`config.mk`:
```
export PLATFORM = sky130hd
export DESIGN_NAME = sdram_burst_colgen
export DESIGN_NICKNAME = d
export VERILOG_FILES = /design/src/rtl/sdram_burst_colgen.sv
export SDC_FILE = /design/constraint.sdc
export NUM_CORES = 1
export LEC_CHECK = 0
export BUFFER_PORTS_ARGS = -buffer_cell sky130_fd_sc_hd__buf_2
export CAP_MARGIN = 25
export CORE_MARGIN = 2
export CORE_UTILIZATION = 28
export DETAILED_ROUTE_END_ITERATION = 16
export GPL_TIMING_DRIVEN = 0
export SLEW_MARGIN = 10
export SYNTH_ARGS = -nofsm -noshare
export SYNTH_HDL_FRONTEND = slang
export SYNTH_SLANG_ARGS = --single-unit
```
`constraint.sdc`:
```
create_clock -name clk -period 2.23 [get_ports clk]
set_input_delay 0.223 -clock clk [delete_from_list [all_inputs] [get_ports clk]]
set_output_delay 0.223 -clock clk [all_outputs]
set_load 0.01 [all_outputs]
```
`src/rtl/sdram_burst_colgen.sv`:
```
module sdram_burst_colgen #(
  parameter int COL_W = 8
) (
  input  logic             clk,
  input  logic             rst_n,
  input  logic             load,
  input  logic             advance,
  input  logic             stop,
  input  logic [COL_W-1:0] start_col,
  input  logic [2:0]       bl_code,
  input  logic             ilv,
  output logic [COL_W-1:0] col,
  output logic             valid,
  output logic             last
);

  localparam logic [2:0] CODE_FULL = 3'd7;

  logic             busy;
  logic [COL_W-1:0] base;
  logic [COL_W-1:0] beat;
  logic [1:0]       lg;
  logic             full_q;
  logic             ilv_q;

  logic             code_fixed;
  logic             code_ok;
  logic [COL_W-1:0] mask;
  logic [COL_W-1:0] seq_col;
  logic [COL_W-1:0] ilv_col;
  logic [COL_W-1:0] full_col;
  logic             at_end;

  assign code_fixed = (bl_code[2] == 1'b0);
  assign code_ok    = code_fixed || (bl_code == CODE_FULL);

  assign mask     = (COL_W'(1) << lg) - COL_W'(1);
  assign full_col = base + beat;
  assign seq_col  = (base & ~mask) | (full_col & mask);
  assign ilv_col  = base ^ (beat & mask);
  assign at_end   = !full_q && (beat == mask);

  always_comb begin
    if (!busy)       col = '0;
    else if (full_q) col = full_col;
    else if (ilv_q)  col = ilv_col;
    else             col = seq_col;
  end

  assign valid = busy;
  assign last  = busy && at_end;

  always_ff @(posedge clk) begin
    if (!rst_n) begin
      busy   <= 1'b0;
      base   <= '0;
      beat   <= '0;
      lg     <= '0;
      full_q <= 1'b0;
      ilv_q  <= 1'b0;
    end else if (load) begin
      if (code_ok) begin
        busy   <= 1'b1;
        base   <= start_col;
        beat   <= '0;
        lg     <= code_fixed ? bl_code[1:0] : 2'd0;
        full_q <= !code_fixed;
        ilv_q  <= ilv && code_fixed;
      end
    end else if (busy && stop) begin
      busy <= 1'b0;
    end else if (busy && advance) begin
      if (at_end) busy <= 1'b0;
      else        beat <= beat + COL_W'(1);
    end
  end

endmodule

```
* Yosys cells after proc, flatten, opt, wreduce, memory -nomap -nowiden *
Cells that the tools add are included.

word-level totals
  register bits after elaboration = 21
  logic and storage cells = 49

cells by class
  shifts and indexed selects = 1
  bitwise operators = 7
  reductions and logical operators = 13
  multiplexer cells = 14
  add/sub/neg operators = 3
  equality and inequality tests = 5

operators with widths
  cell                                                                     number
  8-bit two-way mux                                                        8
  8-bit bitwise AND                                                        3
  8-bit by 1-bit adder with 8-bit output, second input constant            1
  8-bit adder                                                              1
  8-bit equality test                                                      1
  8-bit NOT                                                                1
  8-bit bitwise OR                                                         1
  1-bit by 2-bit << shifter with 8-bit output, first input constant        1
  8-bit by 2-bit subtractor with 8-bit output, second input constant       1
  8-bit XOR                                                                1
  3-bit nonzero test                                                       2
  1-bit logical AND                                                        5
  1-bit two-way mux                                                        5
  2-bit inequality test, second input constant                             2
  4-bit AND reduction                                                      1
  3-bit equality test, second input constant                               1
  3-bit AND reduction                                                      1
  2-bit two-way mux                                                        1
  2-bit by 1-bit inequality test with 1-bit output, second input constant  1
  2-bit AND reduction                                                      1
  2-bit nonzero test                                                       1
  1-bit zero test                                                          1
  1-bit logical OR                                                         1
  1-bit NOT                                                                1

* Depth between registers and ports, before layout *
  word-level depth = 8
  gate-level depth with buffers = 10
  mapped depth without buffers = 10

* Worst setup path after synthesis *
No wires, ideal clock.

  path type = register -> register
  start point = register lg[1]
  end point = register beat[7]
  stages on the path, launching flop included = 10
  arrival = 2098 ps
  path buffers = 0
  setup slack = 13 ps
  library setup time = 119 ps
  clock period less this slack = 2217 ps
  data required time = 2111 ps
  path through = dfxtp_1 -> or2_2 -> ha_1 -> inv_1 -> ha_1 -> nor4_4 -> a31oi_4 -> o2111ai_2 -> xor2_1 -> nor2_1

between the ends
  word-level cells in the longest chain between the ends = 6

RTL lines
  what                                         RTL line  text
  start: declaration                           22        logic [1:0] lg;
  start signal: assignment                     66        lg <= code_fixed ? bl_code[1:0] : 2'd0;
  1-bit by 2-bit << shifter with 8-bit output  37        assign mask = (COL_W'(1) << lg) - COL_W'(1);
  8-bit by 2-bit subtractor with 8-bit output  37
  8-bit equality test                          41        assign at_end = !full_q && (beat == mask);
  1-bit logical AND                            41
  2-bit inequality test (no source line)       n/a
  4-bit AND reduction (no source line)         n/a
  end signal: assignment                       74        else beat <= beat + COL_W'(1);
  end: declaration                             21        logic [COL_W-1:0] beat;

Every way passes these cells.
A chain may end at the register's enable or synchronous reset.

* Worst setup path after layout *
  start point = register beat[0]
  end point = output col[6]

between the ends
  word-level cells in the longest chain between the ends = 6

RTL lines
  what                 RTL line  text
  8-bit adder *        38        assign full_col = base + beat;
  8-bit bitwise AND    39        assign seq_col = (base & ~mask) | (full_col & mask);
  8-bit bitwise OR     39
  8-bit two-way mux    46        else if (ilv_q) col = ilv_col;
  8-bit two-way mux *  45        else if (full_q) col = full_col;
  8-bit two-way mux *  44        if (!busy) col = '0;
  end: declaration     12        output logic [COL_W-1:0] col,

Every way passes the cells marked *; elsewhere a longest branch is shown, timed or not.

==> flow_summary.json <==
{
  "ant_nets": 0,
  "vias": 1568,
  "synth_cells": 197,
  "synthSimpleGateAreaFrac": 0.241,
  "core.rowCount": 27,
  "cp_max_fo": 2,
  "clk_pin_slew_ns": 0.08,
  "power.total_mw": 0.843,
  "seq_area_frac_synth": 0.263,
  "powerDensity_nw_per_um2": 391,
  "firstDrtPassIters": 6,
  "vias_per_cell": 4.98,
  "final_nets": 276,
  "holdWs_ns": 0.201,
  "synth_seq_cells": 21,
  "clkSinkCount": 21,
  "layout_setup_ws_ns": -0.219,
  "setup_violations": 3,
  "ys_warn_count": 0,
  "max_cap_viol_count": 0,
  "outcome": "complete, but fails checks",
  "synthArstFlopShare": 0,
  "r2r_setup_slack_ns": 0.01,
  "hold_violations": 0,
  "post-route-min-period_ns": 2.45,
  "clock_skew_ns": 0.00267,
  "die_x_um": 79.6,
  "start_util": 0.290,
  "cts_root_buf": "clkbuf_8",
  "grt_pass1_vias": 1451,
  "slew_headroom": 0.620,
  "synth.distinct_cells": 47,
  "synth_compound_gate_area_share": 0.239,
  "rsz0062_at_grt": "yes",
  "fin_crit_sh": 1.10,
  "design.die.area_um2": 6330,
  "synth_top_family_by_area": "simple AND/OR/NAND/NOR gates",
  "synth_edf_count": 0,
  "synth.avg_cell_area_um2": 8.12,
  "port_buffers": 26,
  "worstPathCellList": "ha_4 -> fa_2 -> a21o_1 -> a21oi_2 -> o21ai_2 -> or4b_1 -> nand3_1 -> buf_2",
  "grt_overflow": 0,
  "fin_setup_tns_ns": -0.430,
  "fin_util": 0.391,
  "path_class": "reg2out",
  "synth_fa_ha_area_frac": 0.122,
  "gp_routability_congestion": 0.868,
  "cts_tree": "yes",
  "drc": 0,
  "diodes": 0,
  "dp_hpwl_mm": 3.07,
  "antenna_found_initial": 0,
  "synthMuxAreaShare": 0.0125,
  "io_pins": 27,
  "cp.required_ns": 2.01,
  "endpoint_kind": "primary output",
  "routedWlPerCell_um": 13.5,
  "grt_pass1_wl_mm": 6.84,
  "core_area_um2": 5510,
  "violations": "negative setup slack",
  "layout-drive-gt1-share": 0.354,
  "cpMaxStageDelayCell": "or4b_1",
  "syn-num-nets": 229,
  "clk-insertion-delay-late_ns": 0.26,
  "ir_drop_v": 0.000184,
  "yosys.area_share.xor_xnor": 0.0876,
  "numCtsBuffers": 3,
  "fmax_mhz": 408,
  "synthesis.area_um2": 1600,
  "p_leak_nw": 0.879,
  "cp-start-kind": "register",
  "grt_max_degree": 12,
  "pre_cts_ws_ns": -0.180,
  "initialDrtViolationCount": 70,
  "htree_levels": 1,
  "track_usage": 0.138,
  "tightest_slew_ns": 0.571,
  "die_h_um": 79.6,
  "drt_wl_total_mm": 4.26,
  "critical-path-top-delay-family": "simple AND/OR/NAND/NOR gates",
  "area_growth_pct": 34.7,
  "slew_viol_final": 0,
  "max_stage_delay_ns": 0.46,
  "cp_num_buf_inv": 1,
  "worst_ep_arrival_time_ns": 2.23,
  "cts_buffer_depth": 2,
  "hold_path_class": "in2reg",
  "synth_top_flop_cell": "dfxtp_1"
}
## cells in the final DEF (no fill, tap or decap), types with 3 or more instances in the layout
cell type and n:
ha_1 8, nand3_1 5, o21ai_1 3, nor2b_1 7, clkbuf_8 3, dfxtp_4 6
xnor2_1 7, inv_1 4, a21oi_1 8, a22oi_1 4, ha_4 6, clkbuf_1 5
buf_4 15, o21ai_2 3, inv_2 3, dfxtp_1 11, o21ai_0 5, buf_2 29
a31oi_1 3, dfxtp_2 4, nand2_1 32, xor2_1 8, nor2_1 11, a21boi_0 9
## state kept, by name (all words and copies together), names as in the netlist
signal and flops:
base 8, beat 8, valid 1, ilv_q 1, lg 2, full_q 1
## power by group
part           switching, mW  internal [mW]
Clock                  0.127          0.127
Sequential            0.0160          0.383
Combinational          0.102         0.0877
## worst register-to-register path, delay by kind of cell, from the launching register on
kind / cells / cell delay (ns)
DFF: 1 / 0.37
xor gates and xnor gates: 1 / 0.16
AOI/OAI and AO/OA: 2 / 0.33
buffers and inverters: 2 / 0.23
and+or+nand+nor: 3 / 0.54
adders and majority gates: 2 / 0.49
## cell type report
cell class                      instances  area, µm²
Multi-Input combinational cell        163       1270
Inverter                                7       26.3
Buffer                                  7       30.0
Fill cell                             554       3350
Tap cell                               72       90.1
Timing Repair Buffer                   41        243
Clock buffer                            4       45.0
Sequential cell                        21        448
## repair_timing
item | in CTS | in global routing
pin swaps | 13 | 22
endpoints found under the hold margin | 0 | 0
resized for setup | 26 | 16
gates cloned | 0 | 1
endpoints found under the setup margin | 15 | 14
hold buffers | 0 | 0
buffers inserted | 10 | 5
## per-stage QoR
step           cell area [µm²]  std cells
6_report                  2150        315
5_1_grt                   2150        315
4_1_cts                   2020        309
3_5_place_dp              1820        295
3_3_place_gp              1820        295
2_1_floorplan             1600        197
## cells in the mapped netlist (2+ instances only)
master	n	share of area
nor3b_1	2	0.0094
a21boi_0	9	0.042
o211ai_1	2	0.0094
mux2i_1	2	0.013
and3_1	2	0.0078
a31oi_1	3	0.012
nand3_1	5	0.016
o21ai_1	3	0.0094
nand2_1	33	0.077
xnor2_1	8	0.044
nor2_1	13	0.031
buf_2	3	0.0094
inv_1	6	0.014
a21oi_1	8	0.025
a211oi_1	2	0.0094
dfxtp_1	21	0.26
nor2b_1	7	0.027
nand2b_1	2	0.0078
xor2_1	8	0.044
ha_1	14	0.11
nor3_1	2	0.0063
o21ai_0	8	0.025
a22oi_1	4	0.019
a21o_1	2	0.0094
nand4_1	2	0.0078
o31ai_1	2	0.0094
clkbuf_1	4	0.0094
## logic make-up after synthesis
logic type                 Yosys count
and+or+nand+nor                     76
adders and majority gates           15
AOI/OAI and AO/OA                   53
buffers and inverters               14
DFF                                 21
xor gates and xnor gates            16
muxes                                2
## worst paths after layout
kind / startpoint / end / cells past startpoint
max: beat[0] / col[6] / 8
min: start_col[2] / base[2] / 3
max reg2reg: lg[0] / beat[7] / 10
min reg2reg: base[7] / base[7] / 2
## metal layers
metal	part of all wire	up-vias	track usage
met5	0	-	0
li1	-	799	-
met1	0.45	738	0.180
met4	0.021	0	0.0500
met3	0.024	10	0.0170
met2	0.51	21	0.231
Note: power is estimated with default switching activity, not from simulation.
